$ cat src/rtl/smt_throttle_pkg.sv
package smt_throttle_pkg;
  localparam int unsigned N_THR = 2;

  typedef enum logic [1:0] {
    THR_NONE   = 2'd0,
    THR_LOWPRI = 2'd1,
    THR_BLOCK  = 2'd2,
    THR_FLUSH  = 2'd3
  } thr_lvl_e;
endpackage

$ cat src/rtl/thr_detect.sv
module thr_detect #(
  parameter int unsigned CNT_W = 5,
  parameter int unsigned ROB_W = 7
) (
  input  logic             clk_i,
  input  logic             rst_ni,
  input  logic [CNT_W-1:0] l2_miss_i,
  input  logic [CNT_W-1:0] tlb_miss_i,
  input  logic [ROB_W-1:0] rob_used_i,
  input  logic [CNT_W:0]   miss_hi_i,
  input  logic [CNT_W:0]   miss_lo_i,
  input  logic [ROB_W-1:0] rob_hi_i,
  input  logic [ROB_W-1:0] rob_lo_i,
  output logic             cong_o
);
  localparam int unsigned SUM_W = CNT_W + 1;

  logic [SUM_W-1:0] miss_sum;
  logic             over_hi, at_or_below_lo, cong_d, cong_q;

  assign miss_sum       = {1'b0, l2_miss_i} + {1'b0, tlb_miss_i};
  assign over_hi        = (miss_sum >= miss_hi_i) || (rob_used_i >= rob_hi_i);
  assign at_or_below_lo = (miss_sum <= miss_lo_i) && (rob_used_i <= rob_lo_i);

  // hysteresis: set on high mark, clear only when all quantities at/below low mark
  always_comb begin
    if (cong_q) cong_d = !at_or_below_lo;
    else        cong_d = over_hi;
  end

  always_ff @(posedge clk_i or negedge rst_ni) begin
    if (!rst_ni) cong_q <= 1'b0;
    else         cong_q <= cong_d;
  end

  assign cong_o = cong_q;

  AST_SET_NEEDS_HIGH: assert property (@(posedge clk_i) disable iff (!rst_ni)
    $rose(cong_q) |-> $past(over_hi)) else $error("congestion set without high mark");
endmodule

$ cat src/rtl/thr_fsm.sv
module thr_fsm
  import smt_throttle_pkg::*;
#(
  parameter int unsigned PRIO_W = 3,
  parameter int unsigned STEP_W = 8
) (
  input  logic              clk_i,
  input  logic              rst_ni,
  input  logic              cong_i,
  input  logic [STEP_W-1:0] step_i,
  input  logic [PRIO_W-1:0] prio_i,
  output logic [1:0]        level_o,
  output logic [PRIO_W-1:0] eff_o,
  output logic              block_o,
  output logic              flush_o
);
  thr_lvl_e          lvl_q, lvl_d;
  logic [STEP_W-1:0] tmr_q, tmr_d;
  logic              flush_q, step_done;

  assign step_done = ({1'b0, tmr_q} + (STEP_W+1)'(1)) >= {1'b0, step_i};

  always_comb begin
    lvl_d = lvl_q;
    tmr_d = tmr_q;
    if (!cong_i) begin
      lvl_d = THR_NONE;
      tmr_d = '0;
    end else begin
      unique case (lvl_q)
        THR_NONE: begin
          lvl_d = THR_LOWPRI;
          tmr_d = '0;
        end
        THR_LOWPRI, THR_BLOCK: begin
          if (step_done) begin
            lvl_d = (lvl_q == THR_LOWPRI) ? THR_BLOCK : THR_FLUSH;
            tmr_d = '0;
          end else begin
            tmr_d = tmr_q + STEP_W'(1);
          end
        end
        default: tmr_d = '0;
      endcase
    end
  end

  always_ff @(posedge clk_i or negedge rst_ni) begin
    if (!rst_ni) begin
      lvl_q   <= THR_NONE;
      tmr_q   <= '0;
      flush_q <= 1'b0;
    end else begin
      lvl_q   <= lvl_d;
      tmr_q   <= tmr_d;
      flush_q <= (lvl_d == THR_FLUSH) && (lvl_q != THR_FLUSH);
    end
  end

  always_comb begin
    unique case (lvl_q)
      THR_NONE:   eff_o = prio_i;
      THR_LOWPRI: eff_o = prio_i >> 1;
      default:    eff_o = '0;
    endcase
  end

  assign level_o = lvl_q;
  assign block_o = (lvl_q == THR_BLOCK) || (lvl_q == THR_FLUSH);
  assign flush_o = flush_q;

  AST_FLUSH_PULSE: assert property (@(posedge clk_i) disable iff (!rst_ni)
    flush_q |=> !flush_q) else $error("flush held");
  AST_FLUSH_AT_TOP: assert property (@(posedge clk_i) disable iff (!rst_ni)
    flush_q |-> (lvl_q == THR_FLUSH)) else $error("flush outside top level");
  AST_ESC_ONE_STEP: assert property (@(posedge clk_i) disable iff (!rst_ni)
    (lvl_q != THR_FLUSH) |=> ({1'b0, lvl_q} <= ({1'b0, $past(lvl_q)} + 3'd1)))
    else $error("level skipped");
endmodule

$ cat src/rtl/thr_share.sv
module thr_share #(
  parameter int unsigned PRIO_W = 3,
  parameter int unsigned N_T    = 2
) (
  input  logic                  clk_i,
  input  logic                  rst_ni,
  input  logic [N_T*PRIO_W-1:0] eff_i,
  output logic [N_T-1:0]        grant_o
);
  logic [N_T-1:0][PRIO_W-1:0] cred_q, cred_d, clamp, avail;
  logic                       frame_end, found;

  always_comb begin
    frame_end = 1'b1;
    for (int i = 0; i < N_T; i++) begin
      // credits never exceed the current priority, so a demoted thread loses slots at once
      clamp[i] = (cred_q[i] < eff_i[i*PRIO_W +: PRIO_W]) ? cred_q[i] : eff_i[i*PRIO_W +: PRIO_W];
      if (clamp[i] != '0) frame_end = 1'b0;
    end
    found   = 1'b0;
    grant_o = '0;
    for (int i = 0; i < N_T; i++) begin
      avail[i] = frame_end ? eff_i[i*PRIO_W +: PRIO_W] : clamp[i];
      if (!found && (avail[i] != '0)) begin
        grant_o[i] = 1'b1;
        found      = 1'b1;
      end
      cred_d[i] = avail[i] - PRIO_W'(grant_o[i]);
    end
  end

  always_ff @(posedge clk_i or negedge rst_ni) begin
    if (!rst_ni) cred_q <= '0;
    else         cred_q <= cred_d;
  end

  AST_GRANT_ONEHOT: assert property (@(posedge clk_i) disable iff (!rst_ni)
    $onehot0(grant_o)) else $error("two grants");
endmodule

$ cat src/rtl/smt_throttle.sv
module smt_throttle
  import smt_throttle_pkg::*;
#(
  parameter int unsigned CNT_W  = 5,
  parameter int unsigned ROB_W  = 7,
  parameter int unsigned PRIO_W = 3,
  parameter int unsigned STEP_W = 8
) (
  input  logic                    clk_i,
  input  logic                    rst_ni,
  input  logic [2*CNT_W-1:0]      l2_miss_i,
  input  logic [2*CNT_W-1:0]      tlb_miss_i,
  input  logic [2*ROB_W-1:0]      rob_used_i,
  input  logic [2*PRIO_W-1:0]     prio_i,
  input  logic [CNT_W:0]          miss_hi_i,
  input  logic [CNT_W:0]          miss_lo_i,
  input  logic [ROB_W-1:0]        rob_hi_i,
  input  logic [ROB_W-1:0]        rob_lo_i,
  input  logic [STEP_W-1:0]       step_i,
  output logic [3:0]              level_o,
  output logic [2*PRIO_W-1:0]     eff_prio_o,
  output logic [1:0]              dec_block_o,
  output logic [1:0]              flush_o,
  output logic [1:0]              grant_o
);
  logic [N_THR-1:0] cong;

  for (genvar t = 0; t < N_THR; t++) begin : g_thr
    thr_detect #(.CNT_W(CNT_W), .ROB_W(ROB_W)) i_detect (
      .clk_i      (clk_i),
      .rst_ni     (rst_ni),
      .l2_miss_i  (l2_miss_i[t*CNT_W +: CNT_W]),
      .tlb_miss_i (tlb_miss_i[t*CNT_W +: CNT_W]),
      .rob_used_i (rob_used_i[t*ROB_W +: ROB_W]),
      .miss_hi_i  (miss_hi_i),
      .miss_lo_i  (miss_lo_i),
      .rob_hi_i   (rob_hi_i),
      .rob_lo_i   (rob_lo_i),
      .cong_o     (cong[t])
    );

    thr_fsm #(.PRIO_W(PRIO_W), .STEP_W(STEP_W)) i_fsm (
      .clk_i   (clk_i),
      .rst_ni  (rst_ni),
      .cong_i  (cong[t]),
      .step_i  (step_i),
      .prio_i  (prio_i[t*PRIO_W +: PRIO_W]),
      .level_o (level_o[t*2 +: 2]),
      .eff_o   (eff_prio_o[t*PRIO_W +: PRIO_W]),
      .block_o (dec_block_o[t]),
      .flush_o (flush_o[t])
    );
  end

  thr_share #(.PRIO_W(PRIO_W), .N_T(N_THR)) i_share (
    .clk_i   (clk_i),
    .rst_ni  (rst_ni),
    .eff_i   (eff_prio_o),
    .grant_o (grant_o)
  );

  AST_BLOCK_NO_GRANT: assert property (@(posedge clk_i) disable iff (!rst_ni)
    (dec_block_o & grant_o) == 2'b00) else $error("grant to blocked thread");
  AST_IDLE_NO_GRANT: assert property (@(posedge clk_i) disable iff (!rst_ni)
    (eff_prio_o == '0) |-> (grant_o == 2'b00)) else $error("grant with zero priorities");
endmodule

$ cat config.mk
export PLATFORM = sky130hd
export DESIGN_NAME = smt_throttle
export DESIGN_NICKNAME = d
export VERILOG_FILES = /design/src/rtl/smt_throttle_pkg.sv /design/src/rtl/thr_detect.sv /design/src/rtl/thr_fsm.sv /design/src/rtl/thr_share.sv /design/src/rtl/smt_throttle.sv
export SDC_FILE = /design/constraint.sdc
export NUM_CORES = 1
export LEC_CHECK = 0
export ABC_AREA = 0
export BUFFER_PORTS_ARGS = -buffer_cell sky130_fd_sc_hd__buf_2
export CORE_ASPECT_RATIO = 1.1
export CORE_MARGIN = 2
export CORE_UTILIZATION = 30
export CTS_CLUSTER_DIAMETER = 120
export DETAILED_ROUTE_END_ITERATION = 12
export PLACE_DENSITY_LB_ADDON = 0.2
export SLEW_MARGIN = 20
export SYNTH_ARGS = -nofsm -noshare
export SYNTH_HDL_FRONTEND = slang
export SYNTH_SLANG_ARGS = --single-unit
$ cat constraint.sdc
create_clock -name clk_i -period 2.8 [get_ports clk_i]
set_input_delay 0.28 -clock clk_i [delete_from_list [all_inputs] [get_ports clk_i]]
set_output_delay 0.28 -clock clk_i [all_outputs]
set_load 0.02 [all_outputs]
# == Word-level counts from Yosys, hierarchy flattened ==
# Cells that the tools add are included.
# word_totals
input_bits,76
ff_bits,30
out_inout_bits,16
word_cells,86
# op_classes
n_lt_le_gt_ge,12
reduce_logical,20
addsub,8
n_eq_ne,10
muxes,26
# op_table
cell,n
8-bit 2-to-1 mux,6
"8-bit by 1-bit adder with 9-bit output, second input constant",2
9-bit by 8-bit >= comparator with 1-bit output,2
"8-bit by 1-bit adder with 8-bit output, second input constant",2
7-bit >= comparator,2
7-bit <= comparator,2
5-bit by 5-bit adder with 6-bit output,2
"2-bit == test, second input constant",6
6-bit >= comparator,2
6-bit <= comparator,2
3-bit 2-to-1 mux,4
3-bit one-hot mux with 2 select lines,2
3-bit nonzero test,4
1-bit 2-to-1 mux,8
2-bit 2-to-1 mux,4
2-bit one-hot mux with 2 select lines,2
3-bit < comparator,2
3-bit by 1-bit subtractor with 3-bit output,2
1-bit logical AND,5
"2-bit by 1-bit == test with 1-bit output, second input constant",2
2-bit logical NOT,2
1-bit logical OR,4
"2-bit != test, second input constant",2
2-bit OR reduction,2
1-bit logical NOT,3

# == Logic depth before layout (Yosys ltp) ==
# depth
word_depth,14
ltp_mapped,13
mapped_depth_nobuf,13

# == By module ==
# A second synthesis with hierarchy kept.
# hier_totals
hier_cells,440
hier_area_um2,3777.4
# by_module_without_submodules
mod,cells_each,area_each_um2,n_inst,seq_area_each_um2
thr_detect,104,812.0,2,25.0
thr_fsm,84,788.3,2,275.3
thr_share,64,576.8,1,150.1

# == Worst setup path after synthesis ==
# OpenSTA, ideal clock, no wires.
# synth_path
kind,reg2reg
from,reg g_thr[1].i_fsm.lvl_q[0]
to,reg i_share.cred_q[2] (netlist bit)
setup_time_ns,0.130
required_time_ns,2.670
n_path_buf,0
arrival_ns,3.101
stages_incl_launch_ff,13
synth_period_minus_slack_ns,3.230
slack_ns,-0.430
cell_sequence,dfrtp_1 -> inv_1 -> ha_1 -> a22oi_2 -> ha_1 -> o21a_1 -> o22ai_2 -> mux2i_2 -> nand2b_2 -> o41a_1 -> ha_1 -> ha_1 -> xor2_1
# synth_rtl
item,line_no,rtl
from (decl),thr_fsm.sv:17,"thr_lvl_e lvl_q, lvl_d;"
from (signal assigned),thr_fsm.sv:54,lvl_q <= lvl_d;
to (signal assigned),thr_share.sv:34,else cred_q <= cred_d;
to (decl),thr_share.sv:10,"logic [N_T-1:0][PRIO_W-1:0] cred_q, cred_d, clamp, avail;"

# == Worst setup path in the final report ==
# layout_path
from,reg g_thr[1].i_fsm.lvl_q[0]
to,out grant_o[0]
# layout_via
elab_chain_cells,9
elab_cells_between_ends,10
cone_classes,order compare: 1; eq/ne: 1; mux: 5; reduce/logical: 3
# layout_rtl
item,line_no,rtl
2-bit by 1-bit == test with 1-bit output or 2-bit logical NOT (tied branches),thr_fsm.sv:61,unique case (lvl_q)
3-bit one-hot mux with 2 select lines *,thr_fsm.sv:61,
3-bit < comparator,thr_share.sv:17,clamp[i] = (cred_q[i] < eff_i[i*PRIO_W +: PRIO_W]) ? cred_q[i] : eff_i[i*PRIO_W +: PRIO_W];
3-bit 2-to-1 mux *,thr_share.sv:17,
3-bit nonzero test *,thr_share.sv:18,if (clamp[i] != '0) frame_end = 1'b0;
1-bit 2-to-1 mux *,thr_share.sv:18,
3-bit 2-to-1 mux *,thr_share.sv:23,avail[i] = frame_end ? eff_i[i*PRIO_W +: PRIO_W] : clamp[i];
3-bit nonzero test *,thr_share.sv:24,if (!found && (avail[i] != '0)) begin
1-bit 2-to-1 mux *,thr_share.sv:24,
to (decl),smt_throttle.sv:24,output logic [1:0] grant_o
# Every way passes the cells marked *; elsewhere a longest branch is shown, timed or not.

==> qor.yml <==
outcome: "finished with violations"
violations: "setup timing"
slowest_stage: "dfrtp_2"
drc: 0
die_w_um: 110
dr.pass1.iters: 4
dp.final_hpwl_um: 7550
wl_per_cell_um: 12.5
antenna_cells: 0
synthArstFlopShare: 1.00
leakagePower_uw: 0.00264
finalCritPeriodShare: 1.00
tns_ns: -0.0238
cts_tree: "done"
clkLatencyLatePin_ns: 0.27
path_delay_family: "compound AO/OA/AOI/OAI gates"
cpPeakStageDelay_ns: 0.40
start_util: 0.307
root_buffer: "clkbuf_16"
die_y_um: 120
path_buf_inv: 3
cts_max_level: 2
synth_top_area_cell: "ha_1"
relSlewSlack: 0.539
ioPinCount: 92
drv_slew: 0
antenna_found_initial: 0
grt_pass1_wl_um: 14700
drv_cap: 0
r2r_slack_ns: -0.01
cts_buffer_depth: 2
worstSetupStartpointType: "flip-flop"
synth_flop_cell: "dfrtp_1"
ys_types: 53
ys_ff_latch: 30
hold_class: "primary input to async pin"
core_area_sq_um: 12000
numPortBuffers: 91
crit_path_max_fanout: 4
fin_nets: 704
synth_cells: 412
routabilityCongestion: 0.804
ys_warn_count: 0
syn2layout_area_growth_pct: 30.3
post-route-min-period_ns: 2.81
grt_pass1_vias: 3358
grtUsageTotal: 0.138
routed_wirelength_um: 8540
layout-drive-gt1-share: 0.306
synth_area_sq_um: 3700
setup_viol: 2
avgSynthCellArea_sq_um: 8.97
synthesis.nets: 587
final-hold-violation-count: 0
std_cell_rows: 42
layout_setup_ws_ns: -0.0136
timing.rr.start: "g_thr[1].i_fsm.level_o[0]"
critPathKind: "flip-flop to primary output"
powerDensity_nw_per_um2: 727
tightest_slew_ns: 0.692
most-common-layout-cells: "buf_2 (90), ha_1 (87), inv_1 (49)"
path_clk_slew_ns: 0.05
pre_cts_ws_ns: -0.0250
synth_area_leaders: "ha_1 (33%), dfrtp_1 (20%), inv_1 (5.4%), nor2b_1 (3.2%), o21ai_0 (2.8%)"
dieArea_sq_um: 13200
clock.fmax_mhz: 355
fillers: 1225
crit_chain: "inv_2, ha_4, a22oi_2, ha_4, o21a_1, o22ai_2, mux2i_2, nand2b_4, buf_6, o21bai_4, buf_6"
rsz0062_at_grt: "true"
critical_path.startpoint: "g_thr[1].i_fsm.level_o[0]"
grt_start_max_net_pins: 31
p_total_uw: 3500
synth_edf_count: 0
skew_ns: 0.00350
yosysSeqAreaShare: 0.203
detail_route.iter0.violations: 129
whs_ns: 0.0441
worstSetupEndpointType: "primary output"
grt_overflow_total: 0
drtAntennaViolNets: 0
arrival_ns: 2.53
cts_num_sinks: 30
ir_drop_mv: 0.552
synth_top_area_frac: 0.328
via_per_inst: 4.78
layout_commonest_cell: "buf_2"
vias: 3268
cts_hold_buf: 0
worstPathRequired_ns: 2.52
numCtsBuffers: 5
## state kept, by name (all words and copies together) (netlist names)
| signal | flops |
|---|---|
| g_thr.i_fsm.tmr_q | 16 |
| i_share.cred_q | 6 |
| g_thr.i_fsm.level_o | 4 |
| g_thr.i_detect.cong_o | 2 |
| g_thr.i_fsm.flush_o | 2 |
## synth_stat cells, drive strengths merged (9+ instances only)
library cell,number
ha,97
inv,54
dfrtp,30
o21ai,23
nor2,22
nand2,20
nor2b,19
a21oi,18
nand3,12
nand2b,11
xor2,11
a21o,9
xnor2,9
## final cells by class
| type | count | area (sq um) | share of cell area |
|---|---|---|---|
| clock buffers | 6 | 139 | 0.0288 |
| well taps | 154 | 193 | 0.0400 |
| clock inverters | 1 | 30.0 | 0.00624 |
| multi-input cells | 324 | 2860 | 0.593 |
| repair buffers | 114 | 638 | 0.133 |
| inverters | 54 | 205 | 0.0426 |
| flip-flops and latches | 30 | 753 | 0.156 |
## worst register-to-register path, stage by stage (launching register included)
cell,delay [ns]
dfrtp_2,0.40
inv_2,0.06
ha_4,0.16
a22oi_2,0.23
ha_4,0.24
o21a_1,0.18
o22ai_2,0.17
mux2i_2,0.32
nand2b_4,0.11
o41a_1,0.33
ha_2,0.19
ha_4,0.15
xor2_1,0.15
## path summary, 6_finish.rpt
| kind | to | cells past startpoint |
|---|---|---|
| worst max-delay path | grant_o[0] | 11 |
| worst min-delay path | g_thr[1].i_fsm.tmr_q[1] | 1 |
| worst max register to register | i_share.cred_q[2] | 12 |
| worst min register to register | g_thr[0].i_fsm.tmr_q[0] | 1 |
| max in group asynchronous | g_thr[1].i_fsm.level_o[0] | 1 |
| min in group clk_i | g_thr[0].i_detect.cong_o | 4 |
## routing by layer
layer	global-route usage	wire length [um]	part of all wire
met5	0	0	0
met4	0.0340	103	0.012
met3	0.0264	489	0.057
met2	0.246	4240	0.50
met1	0.167	3710	0.43
## timing repair
| action | CTS | global route |
|---|---|---|
| setup endpoints to repair | 3 | 23 |
| buffers inserted | 2 | 5 |
| pin swaps | 5 | 6 |
| gates resized for setup | 8 | 16 |
## kinds of logic after synthesis
| family | synth area share |
|---|---|
| compound gates | 0.185 |
| xor+xnor | 0.0474 |
| fa+ha+maj | 0.339 |
| buf+inv | 0.0629 |
| flops | 0.203 |
| mux | 0.00372 |
| simple gates | 0.159 |
## per-stage QoR
stage          cells  utilization  instance area (sq um)
2_1_floorplan    412            -                   3750
3_3_place_gp     669        0.373                   4490
3_5_place_dp     669        0.373                   4490
4_1_cts          678        0.391                   4710
5_1_grt          683        0.400                   4820
6_report         683        0.400                   4820
## where the power goes
| part | internal [uW] | switching [uW] | leakage, uW |
|---|---|---|---|
| Combinational | 1070 | 1150 | 0.00217 |
| Clock | 438 | 182 | 0.0000829 |
| Sequential | 550 | 113 | 0.000390 |
(Power assumes the default switching activity.)
